===== config.mk =====
export PLATFORM = sky130hd
export DESIGN_NAME = tx_word_serializer
export DESIGN_NICKNAME = d
export VERILOG_FILES = /design/src/rtl/tx_word_serializer.sv
export SDC_FILE = /design/constraint.sdc
export NUM_CORES = 1
export LEC_CHECK = 0
export BUFFER_PORTS_ARGS = -buffer_cell sky130_fd_sc_hd__buf_2
export CAP_MARGIN = 5
export CORE_MARGIN = 2
export CORE_UTILIZATION = 55
export CTS_BUF_LIST = sky130_fd_sc_hd__clkbuf_8
export DETAILED_ROUTE_END_ITERATION = 7
export PLACE_DENSITY_LB_ADDON = 0.1
export SYNTH_ARGS = -nofsm -noshare
export SYNTH_HDL_FRONTEND = slang
export SYNTH_SLANG_ARGS = --single-unit

===== constraint.sdc =====
create_clock -name clk -period 2 [get_ports clk]
set_clock_uncertainty 0.1 [all_clocks]
set_input_delay 0.2 -clock clk [delete_from_list [all_inputs] [get_ports clk]]
set_output_delay 0.2 -clock clk [all_outputs]
set_load 0.05 [all_outputs]

===== src/rtl/tx_word_serializer.sv =====
module tx_word_serializer #(
  parameter logic [31:0] POLY_REFL = 32'hEDB88320,
  parameter logic [31:0] CRC_SEED  = 32'hFFFFFFFF
) (
  input  logic        clk,
  input  logic        rst_n,
  input  logic        in_valid,
  input  logic [31:0] in_data,
  input  logic        in_sop,
  input  logic        in_eop,
  input  logic [1:0]  in_mod,
  input  logic        in_err,
  input  logic        in_crc_fwd,
  output logic        in_ready,
  output logic [7:0]  tx_d,
  output logic        tx_en,
  output logic        tx_er
);

  function automatic logic [31:0] crc_step(input logic [31:0] c, input logic [7:0] d);
    logic [31:0] r;
    r = c;
    for (int i = 0; i < 8; i++)
      r = (r[0] ^ d[i]) ? ((r >> 1) ^ POLY_REFL) : (r >> 1);
    return r;
  endfunction

  logic [31:0] word_q, crc_q;
  logic [2:0]  left_q;
  logic [1:0]  fcs_cnt;
  logic        eop_q, fwd_q, err_q, first_q, fcs_q;

  wire last_data = (left_q == 3'd1);
  wire need_fcs  = eop_q && !fwd_q;
  wire take      = in_valid && in_ready;
  wire frame_end = fcs_q ? (fcs_cnt == 2'd3) : (last_data && eop_q && fwd_q);

  assign in_ready = fcs_q ? (fcs_cnt == 2'd3) : ((left_q == 3'd0) || (last_data && !need_fcs));
  assign tx_en    = fcs_q || (left_q != 3'd0);
  assign tx_er    = err_q && tx_en;
  assign tx_d     = fcs_q ? ~crc_q[7:0] : (tx_en ? word_q[31:24] : 8'h00);

  always_ff @(posedge clk) begin
    if (!rst_n) begin
      word_q  <= '0;
      crc_q   <= CRC_SEED;
      left_q  <= '0;
      fcs_cnt <= '0;
      eop_q   <= 1'b0;
      fwd_q   <= 1'b0;
      err_q   <= 1'b0;
      first_q <= 1'b0;
      fcs_q   <= 1'b0;
    end else begin
      if (left_q != 3'd0) begin
        crc_q   <= crc_step(first_q ? CRC_SEED : crc_q, word_q[31:24]);
        first_q <= 1'b0;
      end else if (fcs_q) begin
        crc_q <= crc_q >> 8;
      end

      if (fcs_q) begin
        fcs_cnt <= fcs_cnt + 2'd1;
        if (fcs_cnt == 2'd3) fcs_q <= 1'b0;
      end else if (last_data && need_fcs) begin
        fcs_q   <= 1'b1;
        fcs_cnt <= 2'd0;
      end

      if (frame_end) err_q <= 1'b0;

      if (take) begin
        word_q  <= in_data;
        left_q  <= in_eop ? (3'd4 - {1'b0, in_mod}) : 3'd4;
        eop_q   <= in_eop;
        fwd_q   <= in_crc_fwd;
        err_q   <= in_eop && in_err;
        first_q <= in_sop;
      end else if (left_q != 3'd0) begin
        word_q <= word_q << 8;
        left_q <= left_q - 3'd1;
      end
    end
  end


  fcs_hold_chk: assert property (@(posedge clk) disable iff (!rst_n)
    (fcs_q && fcs_cnt != 2'd3) |-> !in_ready);


  stream_chk: assert property (@(posedge clk) disable iff (!rst_n)
    take |=> tx_en);


  fcs_len_chk: assert property (@(posedge clk) disable iff (!rst_n)
    $rose(fcs_q) |=> (fcs_q && fcs_cnt == 2'd1));


  er_gate_chk: assert property (@(posedge clk) disable iff (!rst_n)
    tx_er |-> tx_en);


  er_span_chk: assert property (@(posedge clk) disable iff (!rst_n)
    (tx_er && !frame_end && !take) |=> tx_er);

endmodule


==> results of run 1 <==
==> placed cells by master, fill, tap and decap left out, drive strengths merged, types with 11 or more instances in the layout <==
| master | synthesis | routed |
|---|---|---|
| xor2 | 17 | 17 |
| o21ai | 15 | 15 |
| nand3 | 15 | 15 |
| xnor2 | 56 | 56 |
| o211ai | 21 | 21 |
| nand2 | 105 | 105 |
| nor2 | 63 | 63 |
| nand2b | 10 | 11 |
| a21oi | 19 | 19 |
| a311oi | 25 | 25 |
| buf | 14 | 117 |
| dfxtp | 74 | 74 |
| mux2i | 21 | 21 |
==> final cells by class <==
cell class              count  area share, %
well taps                 105           2.20
repair buffers            128           15.7
clock buffers               9           2.08
multi-input cells         424           52.7
clock inverters             7           1.57
flip-flops and latches     74           25.2
inverters                   7          0.524
==> worst max path at each step <==
stage | start | end | depth (start not counted)
2_1_floorplan | left_q[1] | eop_q | 9
4_1_cts | left_q[0] | tx_er | 7
5_1_grt | crc_q[1] | crc_q[19] | 6
6_report | crc_q[1] | crc_q[19] | 6
3_5_place_dp | first_q | crc_q[22] | 6
3_3_place_gp | crc_q[0] | crc_q[23] | 6
==> routing by layer <==
metal  up-vias  share of wire, %
li1       2072                 -
met1      2043                42
met2       166                49
met3        20               7.8
met4         0               1.1
met5         -                 0
==> sequential cells by signal, indices dropped and copies added (netlist names) <==
| signal | cells |
|---|---|
| fwd_q | 1 |
| fcs_q | 1 |
| first_q | 1 |
| err_q | 1 |
| fcs_cnt | 2 |
| eop_q | 1 |
| word_q | 32 |
| crc_q | 32 |
| left_q | 3 |
==> metrics by stage <==
step	cells	instance area [um^2]	setup slack, ns
global route	754	5970	-0.0714
floorplan	557	4810	-0.00912
finish	754	5970	-0.00382
CTS	747	5820	-0.0189
global placement	719	5460	0.0106
detailed placement	719	5460	-0.0739
==> what timing repair did <==
action | in CTS | in global routing
endpoints found under the hold margin | 10 | 0
setup endpoints to repair | 20 | 21
buffers inserted | 2 | 6
pin swaps | 5 | 12
gates cloned | 0 | 1
gates resized for setup | 14 | 25
hold buffers | 10 | 0
==> critical path, stage by stage, from the launching register on <==
cell      delay, ns
dfxtp_2        0.37
xnor2_2        0.16
nor2_4         0.19
xnor2_4        0.15
xnor3_2        0.50
nor4_2         0.31
a311oi_2       0.09
==> cell families (layout without fill, tap and decap cells) <==
group	after synthesis	after routing	synth area share, %
xor gates and xnor gates	83	83	20.4
muxes	21	21	4.58
and+or+nand+nor	214	215	20.3
buffers and inverters	60	151	5.37
DFF	74	74	32.3
AOI/OAI and AO/OA	100	100	15.7
adders and majority gates	5	5	1.36
==> results.cfg, run 1 <==
[layout]
num_antenna_cells = 0
final_nets = 690
fill_cells = 617
regArea_um2 = 1500
fin_util_pct = 73.3
multi_input_area_um2 = 3140
drive_above_1_share_pct = 29.0
synthToLayoutAreaGrowth_pct = 30.1

[sta]
min_period_ns = 2.00
setup_ws_ns = -0.00382
final-hold-violation-count = 0
finalCritPeriodShare_pct = 100
setup_viol = 1
maxSlewHeadroom_pct = 62.2
rsz0062_at_grt = yes
worstMarginPinSlew_ns = 0.566
whs_ns = 0.00944
maxClockFrequency_mhz = 499
drv_slew = 0
tns_ns = -0.00382

[die]
fp.coreArea_um2 = 8130
initial_core_util_pct = 56.4
rows = 33
dieArea_um2 = 9090
die_y_um = 95.3
die_w_um = 95.3
io_pins = 52

[run_status]
outcome = finished with violations
failed_checks = negative setup slack

[synthesis]
seq_area_frac_synth_pct = 32.3
synth_fp_nets = 603
synth_top_cell_area_share_pct = 32.3
yosys_warnings = 0
yosysUniqueCellTypes = 52
synthTopCellsByCount = nand2_1 (105), dfxtp_1 (74), nor2_1 (61), xnor2_1 (51), clkbuf_1 (39)
synth_enable_flop_cells = 0
syn_area_per_cell_um2 = 8.24
synth.area.top_cells = dfxtp_1 (32%), xnor2_1 (9.7%), nand2_1 (8.6%)
synthCells = 557
ys_seq_elements = 74
yosys.area.top_type = dfxtp_1
synth_ff_type = dfxtp_1
async_flop_share_pct = 0
syn_area_um2 = 4590
yosysMostFrequentCell = nand2_1

[setup_path]
r2r_slack_ns = -0.004
cp.required_ns = 2.13
timing.rr.start = crc_q[1]
start_kind = register
crit_arrival_ns = 2.13
r2r_end = crc_q[19]
cp-end-kind = register
reg2reg_depth = 6
path_max_fanout = 4
critPathKind = reg -> reg

[global_routing]
antenna_found_initial = 0
grt_pass1_vias = 3910
grt_max_degree = 41
top_usage_layer = met2
grt_pass1_wl_mm = 19.7
grt_use_met3_pct = 4.43
grt.met2_usage_pct = 46.1
overflow = 0
grtUsageMet1_pct = 39.7
grt_util_all_layers_pct = 28.6

[clocking]
clock-sinks = 74
cts_tree = yes
htreeDepth = 3
cts-buffers-inserted = 9
cts.reportedPaths.clkPinSlew_ns = 0.09
insertion_delay_ns = 0.36
cts_max_path_buffers = 2
clockRootBuffer = clkbuf_8

[min_path]
worstHoldStart = in_eop
hold_end = eop_q
holdPathStages = 3
hold_class = in -> reg

[detailed_routing]
vias = 4301
dr.pass1.iters = 5
ant_nets = 0
via_per_inst = 5.70
drt_iter0_drc = 325
drt-wirelength-per-cell_um = 17.2
wl_mm = 13.0
drc = 0

[placed_design]
io_buffers = 51
gp_congestion = 0.907
dpl.hpwl_mm = 8.79

[flow_run]
maxCapViolations = 0
Power of run 1 is not shown: default switching activity piles up to over one toggle a cycle in this logic, so the estimate is an artifact.
==> run 2: changes to the inputs <==
TNS_END_PERCENT = 30   (was default)
==> run 2 against run 1 <==
Effect of this change: die area is the same; non-clock buffer count grew 11; global-route usage grew 0.38 points; the flow still finishes with violations (negative setup slack); via count grew 2.5%; cell count grew 1.5%; sequential cell count is the same; largest cell class unchanged; critical endpoint unchanged; sequential share of layout area shrank 0.60 points.
==> results.cfg, run 2 (synthesized netlist as in run 1, its figures left out) <==
[setup_path]
path_max_fanout = 4
crit_arrival_ns = 2.17
cp-end-kind = register
reg2reg_depth = 6
start_kind = register
slowest_stage = xnor3_1
r2r_slack_ns = -0.002
cpPeakStageDelay_ns = 0.48
r2r_end = crc_q[19]
path_cells = xnor2_2, nor2_4, xnor2_4, xnor3_1, and4_4, a311oi_1
cp-endpoint = crc_q[19]
crit_start = crc_q[1]
timing.rr.start = crc_q[1]
critPathKind = reg -> reg
cp.required_ns = 2.17

[sta]
maxSlewHeadroom_pct = 67.4
tns_ns = -0.00227
maxClockFrequency_mhz = 499
min_period_ns = 2.00
finalCritPeriodShare_pct = 100
setup_ws_ns = -0.00227
final-hold-violation-count = 0
worstMarginPinSlew_ns = 0.486
rsz0062_at_grt = yes
setup_viol = 1
drv_slew = 0

[placed_design]
gp_congestion = 0.840
place_area_um2 = 5440
dpl.hpwl_mm = 8.81
place_inst = 719
io_buffers = 51

[run_status]
failed_checks = negative setup slack
outcome = finished with violations

[detailed_routing]
dr.pass1.iters = 6
wl_mm = 13.4
drt_iter0_drc = 352
ant_nets = 0
vias = 4408
drt-wirelength-per-cell_um = 17.5
via_per_inst = 5.76
drc = 0

[layout]
synthToLayoutAreaGrowth_pct = 33.6
multi_input_area_um2 = 3160
stdcell_count = 765
final_nets = 701
fill_cells = 577
num_antenna_cells = 0
top_regs = crc_q (32), word_q (32), left_q (3)
fin_util_pct = 75.3
fin_area_um2 = 6130
final_common_cell = nand2_1
final_cell_mix = nand2_1 (104), buf_4 (75), dfxtp_1 (63)
drive_above_1_share_pct = 30.3
regArea_um2 = 1510

[clocking]
insertion_delay_ns = 0.37
cts.reportedPaths.clkPinSlew_ns = 0.09
cts_max_path_buffers = 2
htreeDepth = 3
cts_tree = yes
clockRootBuffer = clkbuf_8
cts-buffers-inserted = 9
clock-sinks = 74

[min_path]
hold_class = in -> reg

[flow_run]
maxCapViolations = 0

[global_routing]
grt_util_all_layers_pct = 29.0
grt_pass1_vias = 4095
grt_max_degree = 42
antenna_found_initial = 0
overflow = 0
grt_pass1_wl_mm = 20.0

[die]
dieArea_um2 = 9090
fp.coreArea_um2 = 8130
io_pins = 52
die_w_um = 95.3
die_y_um = 95.3
rows = 33
initial_core_util_pct = 56.4
==> run 2: cell types whose count changed in the layout (fill, tap and decap cells not counted), sizes merged <==
cell / change
bufinv: -1
dlygate4sd3: +1
buf: +9
clkbuf: +2
==> run 2: critical path, delay by kind of cell, from the launching register on <==
kind | cells | cell delay [ns]
AOI/OAI and AO/OA | 1 | 0.23
and+or+nand+nor | 2 | 0.39
DFF | 1 | 0.38
xor gates and xnor gates | 3 | 0.80
==> run 2: per-stage QoR <==
step	hold WS [ns]	setup WS (ns)
after floorplan	0.236	-0.0133
after detailed placement	0.350	-0.0352
after global routing	0.0150	-0.0843
after CTS	0.000301	-0.0367
final	0.00258	-0.00227
after global placement	0.341	-0.000870
==> run 2: final cells by class <==
class                      count  share of cell area [%]
inverter                       7                   0.511
clock inverter                 6                    1.18
multi-input combinational    424                    51.5
tap                          105                    2.14
sequential                    74                    24.6
clock buffer                  10                    2.25
timing repair buffer         139                    17.8
==> run 2: per-layer routing <==
layer	track usage, %	up-vias	wire, um
met5	0	-	0
met4	10.6	0	282
li1	-	2099	-
met2	45.5	177	6330
met1	40.5	2102	5840
met3	4.03	30	944
==> run 2: repair_timing <==
action	in CTS	in global routing
hold endpoints to repair	10	1
setup endpoints to repair	21	28
buffers inserted	1	16
hold buffers	10	1
gates cloned	0	2
pin swaps	0	12
gates resized for setup	13	38
==> run 2: how the worst min path moves through the flow <==
stage / from / depth (start not counted) / slack [ns] / to
after floorplan: in_eop / 2 / 0.24 / eop_q
final: in_data[12] / 3 / 0.003 / word_q[12]
after global routing: in_data[28] / 3 / 0.02 / word_q[28]
after detailed placement: in_data[6] / 3 / 0.35 / word_q[6]
after global placement: in_data[5] / 3 / 0.34 / word_q[5]
after CTS: in_data[12] / 3 / 0.0003 / word_q[12]
Power of run 2 is left out for the same reason.
